[config.mk]
export PLATFORM = sky130hd
export DESIGN_NAME = atomic_rmw
export DESIGN_NICKNAME = d
export VERILOG_FILES = /design/src/rtl/atomic_rmw_pkg.sv /design/src/rtl/atomic_rmw_decode.sv /design/src/rtl/atomic_rmw_agen.sv /design/src/rtl/atomic_rmw_merge.sv /design/src/rtl/atomic_rmw.sv
export SDC_FILE = /design/constraint.sdc
export NUM_CORES = 1
export LEC_CHECK = 0
export ABC_CLOCK_PERIOD_IN_PS = 4950
export BUFFER_PORTS_ARGS = -buffer_cell sky130_fd_sc_hd__buf_2
export CAP_MARGIN = 10
export CORE_MARGIN = 5
export CORE_UTILIZATION = 55
export DETAILED_ROUTE_END_ITERATION = 16
export PLACE_DENSITY = 0.88
export SYNTH_ARGS = -nofsm -noshare
export SYNTH_HDL_FRONTEND = slang
export SYNTH_SLANG_ARGS = --single-unit
[constraint.sdc]
create_clock -name clk -period 4.95 [get_ports clk]
set_clock_uncertainty 0.1 [all_clocks]
set_input_delay 0 -clock clk [delete_from_list [all_inputs] [get_ports clk]]
set_output_delay 0 -clock clk [all_outputs]
set_load 0.005 [all_outputs]
[src/rtl/atomic_rmw_pkg.sv]
package atomic_rmw_pkg;

   localparam int OPC_W = 6;

   typedef enum logic {
      KIND_MSK = 1'b0,
      KIND_CAS = 1'b1
   } kind_e;

   typedef enum logic [1:0] {
      AM_POST  = 2'b00,
      AM_PRE   = 2'b01,
      AM_SHORT = 2'b10,
      AM_NONE  = 2'b11
   } amode_e;

   typedef enum logic [2:0] {
      ST_IDLE = 3'd0,
      ST_RD   = 3'd1,
      ST_WAIT = 3'd2,
      ST_WR   = 3'd3,
      ST_RSP  = 3'd4
   } state_e;

endpackage

[src/rtl/atomic_rmw_decode.sv]
module atomic_rmw_decode
   import atomic_rmw_pkg::*;
(
   input  logic [OPC_W-1:0] op,
   output logic             legal,
   output kind_e            kind,
   output amode_e           mode
);
   always_comb begin
      kind  = op[0] ? KIND_CAS : KIND_MSK;
      mode  = amode_e'(op[5:4]);
      legal = (op[3:1] == 3'b001) && (op[5:4] != 2'b11);
   end
endmodule

[src/rtl/atomic_rmw_agen.sv]
module atomic_rmw_agen
   import atomic_rmw_pkg::*;
#(
   parameter int ADDR_W = 32,
   parameter int OFF_W  = 10
) (
   input  logic [ADDR_W-1:0] base,
   input  logic [OFF_W-1:0]  off,
   input  amode_e            mode,
   output logic [ADDR_W-1:0] addr,
   output logic [ADDR_W-1:0] new_base,
   output logic              upd
);
   localparam int EXT_W = ADDR_W - OFF_W;

   logic [ADDR_W-1:0] off_ext;
   logic [ADDR_W-1:0] sum;

   always_comb begin
      off_ext  = {{EXT_W{off[OFF_W-1]}}, off};
      sum      = base + off_ext;
      addr     = (mode == AM_POST) ? base : sum;
      new_base = sum;
      upd      = (mode == AM_POST) || (mode == AM_PRE);
   end
endmodule

[src/rtl/atomic_rmw_merge.sv]
module atomic_rmw_merge
   import atomic_rmw_pkg::*;
#(
   parameter int DATA_W = 32
) (
   input  kind_e             kind,
   input  logic [DATA_W-1:0] old_word,
   input  logic [DATA_W-1:0] data,
   input  logic [DATA_W-1:0] aux,
   output logic [DATA_W-1:0] wdata
);
   logic [DATA_W-1:0] msk_word;
   logic [DATA_W-1:0] cas_word;

   for (genvar b = 0; b < DATA_W; b++) begin : g_bit
      assign msk_word[b] = aux[b] ? data[b] : old_word[b];
   end

   assign cas_word = (aux == old_word) ? data : old_word;
   assign wdata    = (kind == KIND_CAS) ? cas_word : msk_word;
endmodule

[src/rtl/atomic_rmw.sv]
module atomic_rmw
   import atomic_rmw_pkg::*;
#(
   parameter int ADDR_W = 32,
   parameter int DATA_W = 32,
   parameter int OFF_W  = 10
) (
   input  logic              clk,
   input  logic              rst_n,
   input  logic              req_valid,
   input  logic [5:0]        req_op,
   input  logic [ADDR_W-1:0] req_base,
   input  logic [OFF_W-1:0]  req_off,
   input  logic [DATA_W-1:0] req_data,
   input  logic [DATA_W-1:0] req_aux,
   output logic              busy,
   output logic              rsp_valid,
   output logic [DATA_W-1:0] rsp_data,
   output logic              base_upd_valid,
   output logic [ADDR_W-1:0] base_upd,
   output logic              illegal_op,
   output logic              mem_req,
   output logic              mem_we,
   output logic              mem_lock,
   output logic [ADDR_W-1:0] mem_addr,
   output logic [DATA_W-1:0] mem_wdata,
   input  logic [DATA_W-1:0] mem_rdata
);

   if (OFF_W < 2 || OFF_W >= ADDR_W) begin : g_bad_off
      $error("atomic_rmw: OFF_W must lie between 2 and ADDR_W-1");
   end
   if (DATA_W < 8) begin : g_bad_data
      $error("atomic_rmw: DATA_W must be at least 8");
   end

   state_e            state;
   kind_e             kind_q;
   logic [ADDR_W-1:0] addr_q;
   logic [ADDR_W-1:0] base_q;
   logic              upd_q;
   logic [DATA_W-1:0] data_q;
   logic [DATA_W-1:0] aux_q;
   logic [DATA_W-1:0] old_q;
   logic [DATA_W-1:0] wdata_q;
   logic              illegal_q;

   logic              dec_legal;
   kind_e             dec_kind;
   amode_e            dec_mode;
   logic [ADDR_W-1:0] ag_addr;
   logic [ADDR_W-1:0] ag_base;
   logic              ag_upd;
   logic [DATA_W-1:0] mg_wdata;

   atomic_rmw_decode u_dec (
      .op    (req_op),
      .legal (dec_legal),
      .kind  (dec_kind),
      .mode  (dec_mode)
   );

   atomic_rmw_agen #(.ADDR_W(ADDR_W), .OFF_W(OFF_W)) u_agen (
      .base     (req_base),
      .off      (req_off),
      .mode     (dec_mode),
      .addr     (ag_addr),
      .new_base (ag_base),
      .upd      (ag_upd)
   );

   atomic_rmw_merge #(.DATA_W(DATA_W)) u_merge (
      .kind     (kind_q),
      .old_word (mem_rdata),
      .data     (data_q),
      .aux      (aux_q),
      .wdata    (mg_wdata)
   );

   always_ff @(posedge clk or negedge rst_n) begin
      if (!rst_n) begin
         state     <= ST_IDLE;
         kind_q    <= KIND_MSK;
         addr_q    <= '0;
         base_q    <= '0;
         upd_q     <= 1'b0;
         data_q    <= '0;
         aux_q     <= '0;
         old_q     <= '0;
         wdata_q   <= '0;
         illegal_q <= 1'b0;
      end else begin
         illegal_q <= 1'b0;
         case (state)
            ST_IDLE: begin
               if (req_valid) begin
                  if (dec_legal) begin
                     kind_q <= dec_kind;
                     addr_q <= ag_addr;
                     base_q <= ag_base;
                     upd_q  <= ag_upd;
                     data_q <= req_data;
                     aux_q  <= req_aux;
                     state  <= ST_RD;
                  end else begin
                     illegal_q <= 1'b1;
                  end
               end
            end
            ST_RD:   state <= ST_WAIT;
            ST_WAIT: begin
               old_q   <= mem_rdata;
               wdata_q <= mg_wdata;
               state   <= ST_WR;
            end
            ST_WR:   state <= ST_RSP;
            ST_RSP:  state <= ST_IDLE;
            default: state <= ST_IDLE;
         endcase
      end
   end

   assign busy           = (state != ST_IDLE);
   assign mem_req        = (state == ST_RD) || (state == ST_WR);
   assign mem_we         = (state == ST_WR);
   assign mem_lock       = (state == ST_RD) || (state == ST_WAIT) || (state == ST_WR);
   assign mem_addr       = addr_q;
   assign mem_wdata      = wdata_q;
   assign rsp_valid      = (state == ST_RSP);
   assign rsp_data       = old_q;
   assign base_upd_valid = (state == ST_RSP) && upd_q;
   assign base_upd       = base_q;
   assign illegal_op     = illegal_q;

   assert_wr_locked_R10: assert property (@(posedge clk) disable iff (!rst_n)
      (mem_req && mem_we) |-> (mem_lock && $past(mem_lock)));

   assert_rd_gap_R10: assert property (@(posedge clk) disable iff (!rst_n)
      (mem_req && !mem_we) |=> (!mem_req && mem_lock));

   assert_rsp_busy_R10: assert property (@(posedge clk) disable iff (!rst_n)
      rsp_valid |-> (busy && !mem_lock));

   assert_cas_keep_R3: assert property (@(posedge clk) disable iff (!rst_n)
      (mem_req && mem_we && kind_q == KIND_CAS && aux_q != old_q) |-> (mem_wdata == old_q));

   assert_msk_merge_R4: assert property (@(posedge clk) disable iff (!rst_n)
      (mem_req && mem_we && kind_q == KIND_MSK) |->
         (((mem_wdata ^ old_q) & ~aux_q) == '0 && ((mem_wdata ^ data_q) & aux_q) == '0));

   assert_base_strobe_R7: assert property (@(posedge clk) disable iff (!rst_n)
      base_upd_valid |-> rsp_valid);

   assert_illegal_noacc_R11: assert property (@(posedge clk) disable iff (!rst_n)
      illegal_op |-> (!mem_req && !busy));

endmodule

## Word level (Yosys, flattened, before mapping)

Cells that the tools add are included.

- Bits in registers: 198
- Output and inout port bits: 135

- $add $sub $neg: 1
- Equality and inequality tests: 10
- Multiplexer cells: 42
- Reductions and logical operators: 11

Operator list:

| kind | count |
|---|---|
| 2-to-1 mux 32 bit | 3 |
| 2-to-1 mux 1 bit | 36 |
| adder 32 bit | 1 |
| == test 32 bit | 1 |
| one-hot mux 3 bit (4 select lines) | 1 |
| == test 3 x 1 -> 1 bit (second input constant) | 2 |
| == test 3 x 2 -> 1 bit (second input constant) | 2 |
| 2-to-1 mux 3 bit | 2 |
| != test 2 bit (second input constant) | 3 |
| logical OR 1 bit | 4 |
| == test 3 bit (second input constant) | 1 |
| zero test 3 bit | 1 |
| AND reduction 3 bit | 1 |
| nonzero test 3 bit | 1 |
| == test 2 x 1 -> 1 bit (second input constant) | 1 |
| logical AND 1 bit | 2 |
| zero test 2 bit | 1 |
| AND reduction 2 bit | 1 |

## Depth between registers and ports, before layout

- Word-level depth: 5
- Mapped depth: 12
- Depth with buffers taken out: 12

## Modules after synthesis

A second synthesis with hierarchy kept.

- Cell total of the unflattened synthesis: 955
- Area, all modules: 11895.2 um^2

By module, submodules not included:

| module | times used | cells an instance | area an instance (um^2) | sequential area each (um^2) |
|---|---|---|---|---|
| atomic_rmw | 1 | 429 | 7903.8 | 4954.8 |
| atomic_rmw_agen | 1 | 369 | 2533.7 | 0.0 |
| atomic_rmw_merge | 1 | 152 | 1416.4 | 0.0 |
| atomic_rmw_decode | 1 | 5 | 41.3 | 0.0 |

## Least setup slack after synthesis

OpenSTA, ideal clock, no wires.

- Path type: input to register
- Start: in req_base[0]
- End: reg addr_q[30] (netlist: mem_addr[30])
- Data arrival time: 2.344 ns
- Data required time: 4.773 ns
- Path slack: 2.429 ns
- Stages on the path: 12
- Buffers on the path: 0
- Cells stage by stage: ha_1 -> fa_1 -> a211o_1 -> a21oi_1 -> o211ai_1 -> a21o_1 -> a21oi_1 -> o21ai_0 -> a311oi_1 -> xnor2_1 -> nand2_1 -> a21oi_1

- Word-level cells in the longest chain between the ends: 2

RTL lines:

| item | RTL line | RTL |
|---|---|---|
| start: declaration | atomic_rmw.sv:12 | `input logic [ADDR_W-1:0] req_base,` |
| adder 32 bit | atomic_rmw_agen.sv:21 | `sum = base + off_ext;` |
| 2-to-1 mux 32 bit | atomic_rmw_agen.sv:22 | `addr = (mode == AM_POST) ? base : sum;` |
| end signal: assignment | atomic_rmw.sv:99 | `addr_q <= ag_addr;` |
| end: declaration | atomic_rmw.sv:39 | `logic [ADDR_W-1:0] addr_q;` |

No other way between the ends.
A chain may end at the register's enable or synchronous reset.

## Worst setup path in the final report

Ends and elaborated chain as after synthesis.

==> results.json <==
{
  "power.internal_mw": 4.29,
  "insertion_delay_ps": 440,
  "arrival_ps": 3400,
  "min_to": "base_upd[3]",
  "yosys.area.top_type_share_pct": 50.0,
  "cts_hold_buffers": 141,
  "required_ps": 5210,
  "cp-end-kind": "flop",
  "post-synth-top-count-cell": "nand2_1",
  "numCtsBuffers": 17,
  "rsz0062_at_grt": "no",
  "nets": 1664,
  "slowest_delay_ps": 530,
  "drive_above_1_share_pct": 24.7,
  "crit_family": "compound AO/OA/AOI/OAI gates",
  "portBuffers": 281,
  "die_x_um": 144,
  "slew_viol_final": 0,
  "timing.final.crit_period_ps": 3150,
  "via_per_inst": 5.84,
  "fillerInstances": 1086,
  "avgSynthCellArea_um2": 9.09,
  "worstMarginPinSlew_ps": 1270,
  "final_cell_area_um2": 13500,
  "crit_path_max_fanout": 4,
  "antenna_found_initial": 2,
  "coreArea_um2": 17800,
  "r2r-start": "state[2]",
  "syn_nets": 1268,
  "critical_path_class": "in2reg",
  "dpl-instance-area_um2": 11500,
  "relSlewSlack_pct": 15.0,
  "min_from": "req_off[3]",
  "drc": 0,
  "fp.dieH_um": 144,
  "timing.final.ws_setup_ps": 1800,
  "synth.yosys.seq_area_share_pct": 50.0,
  "power_frac_seq_pct": 41.9,
  "path_buf_inv": 2,
  "finalSetupViolations": 0,
  "power_density_nw_per_um2": 517,
  "crit_chain": "dlygate4sd3_1 > buf_2 > ha_1 > fa_1 > a211o_1 > a21oi_1 > o211ai_1 > a21o_1 > a21oi_1 > o21ai_0 > a311oi_1 > xnor2_1 > nand2_1 > a21oi_1",
  "gp_congestion": 0.903,
  "clockBufferDepth": 2,
  "leakage_nw": 6.87,
  "fmax_mhz": 318,
  "timing.final.crit_share_pct": 63.6,
  "drt-total-wl_um": 34500,
  "post_cts_resized": 0,
  "clock_power_share_pct": 19.3,
  "io-pin-count": 282,
  "grt_pass1_vias": 10300,
  "status": "finished, final reports clean",
  "synth-seq-cells": 198,
  "r2r_cells": 4,
  "switchingPower_mw": 2.69,
  "rr_endpoint": "mem_addr[0]",
  "seq_area_um2": 4950,
  "swShare_pct": 38.5,
  "timing.critical_path.mode_cell": "a21oi_1",
  "dieArea_um2": 20800,
  "synth-async-reset-ratio_pct": 100,
  "p_comb_share_pct": 38.8,
  "synth_area_leader_cell": "dfrtp_1",
  "h-tree-depth": 4,
  "drt_iter0_markers": 766,
  "yosysUniqueCellTypes": 53,
  "grt_max_degree": 111,
  "setup_tns_ps": 0,
  "wl_per_cell_um": 20.0,
  "grtUsageTotal_pct": 32.8,
  "ir_worst_vdd_mv": 0.296,
  "via_count": 10100,
  "fin_util_pct": 75.6,
  "post-place-ws_ps": 1920,
  "synth_edf_count": 0,
  "initial_utilization_pct": 55.5,
  "synth_warnings": 0,
  "synthTopCellsByCount": "nand2_1 (337), dfrtp_1 (198), a21oi_1 (102), nor2_1 (80), clkbuf_1 (47)",
  "grt_pass1_wl_um": 53800,
  "hold_class": "in2reg",
  "cts_tree": "built",
  "max_cap_viol_count": 0,
  "hpwl_um": 20400,
  "fp-row-count": 49,
  "firstDrtPassIters": 5,
  "cts_root_buf": "clkbuf_16",
  "synthesis.area_um2": 9900,
  "multi_input_area_um2": 4730,
  "worst_setup_path_start_kind": "primary input",
  "syn2layout_area_growth_pct": 36.2,
  "drtAntennaViolNets": 0,
  "postCtsSetupBuffers": 0,
  "clock_sinks": 198,
  "synthCells": 1089,
  "clk_pin_slew_ps": 80,
  "synth_area_leaders": "dfrtp_1 (50%), nand2_1 (13%), a21oi_1 (5.2%), ha_1 (3.9%), mux2_2 (3.8%)",
  "min_path_cells": 5,
  "gr-total-overflow": 0,
  "cpMaxStageDelayCell": "dlygate4sd3_1",
  "synth-main-ff-cell": "dfrtp_1",
  "rrSetupSlack_ps": 2140,
  "final_hold_viol_count": 0
}
==> registers in the layout (all words and copies together) (netlist names) <==
signal and count:
illegal_op 1, upd_q 1, state 3, data_q 32
rsp_data 32, mem_addr 32, kind_q 1, mem_wdata 32
aux_q 32, base_upd 32
==> worst min-delay path: cells and delay by family <==
family	cells	cell delay, ps
xor+xnor	1	120
fa+ha+maj	1	220
buf+inv	1	80
simple gates	2	110
==> layout make-up <==
class                      instances  share of cell area, %
sequential                       198                   36.7
inverter                          12                  0.334
multi-input combinational        825                   35.1
tap                              229                   2.12
antenna                            2                 0.0371
clock inverter                    14                   1.02
timing repair buffer             431                   21.5
clock buffer                      17                   3.15
==> per-layer routing <==
metal | GRT usage, % | share of wire (%) | vias to the layer above
li1 | - | - | 4462
met1 | 38.7 | 36 | 4765
met2 | 55.8 | 49 | 708
met3 | 8.00 | 10 | 159
met4 | 16.8 | 5.4 | 4
met5 | 0 | 0.061 | -
==> how the worst max path moves through the flow <==
stage	start	to	slack, ps	depth (start not counted)
finish	req_base[0]	mem_addr[30]	1800	14
global route	req_base[0]	mem_addr[30]	1580	14
CTS	req_base[0]	mem_addr[30]	1820	14
detailed placement	req_base[0]	mem_addr[30]	1920	13
global placement	req_base[0]	mem_addr[30]	2020	13
floorplan	req_base[0]	mem_addr[30]	2430	12
==> placed cells by master (no fill, tap or decap), types with 2 or more instances in the layout <==
| master | count |
|---|---|
| a211o_1 | 2 |
| a211oi_2 | 2 |
| a21o_1 | 13 |
| a21oi_1 | 102 |
| a31oi_1 | 27 |
| and2_1 | 4 |
| and3_1 | 4 |
| buf_2 | 280 |
| buf_4 | 8 |
| clkbuf_16 | 17 |
| clkinv_2 | 2 |
| clkinv_4 | 2 |
| clkinv_8 | 2 |
| clkinvlp_4 | 2 |
| dfrtp_1 | 198 |
| diode_2 | 2 |
| dlygate4sd3_1 | 141 |
| ha_1 | 31 |
| inv_1 | 12 |
| inv_6 | 2 |
| inv_8 | 4 |
| mux2_2 | 33 |
| mux2i_1 | 32 |
| nand2_1 | 337 |
| nand2b_1 | 2 |
| nand3_1 | 4 |
| nand4_1 | 8 |
| nor2_1 | 79 |
| nor2_2 | 2 |
| nor2b_1 | 5 |
| nor3_1 | 7 |
| nor4_1 | 2 |
| o211ai_1 | 4 |
| o21a_1 | 7 |
| o21ai_0 | 28 |
| o21bai_1 | 4 |
| o31ai_1 | 2 |
| or2_2 | 3 |
| xnor2_1 | 41 |
| xor2_1 | 16 |
==> power by group through the flow <==
stage / Clock (mW) / Combinational, mW / Sequential [mW]
2_1_floorplan: 0 / 1.40 / 2.85
3_3_place_gp: 0 / 2.38 / 2.83
3_5_place_dp: 0 / 2.47 / 2.87
4_1_cts: 1.36 / 2.58 / 2.85
5_1_grt: 1.43 / 2.97 / 3.00
6_report: 1.35 / 2.71 / 2.92
==> through the flow <==
stage | total power, mW | hold slack (ps) | std cells
global placement | 5.21 | 83.6 | 1554
finish | 6.98 | 23.4 | 1728
CTS | 6.79 | 5.93 | 1726
global route | 7.39 | 65.5 | 1726
floorplan | 4.25 | -396 | 1089
detailed placement | 5.33 | 82.2 | 1554
==> cells by family after synthesis <==
kind of cell | count (synthesis) | share of synthesized area (%)
AND/OR/NAND/NOR | 463 | 18.6
AO/OA/AOI/OAI | 208 | 12.7
flip-flops | 198 | 50.0
buffers and inverters | 66 | 2.51
multiplexers | 65 | 6.99
XOR/XNOR | 57 | 5.04
adder cells (fa/ha/maj) | 32 | 4.12
No activity file was read; power rests on OpenSTA's default activity.
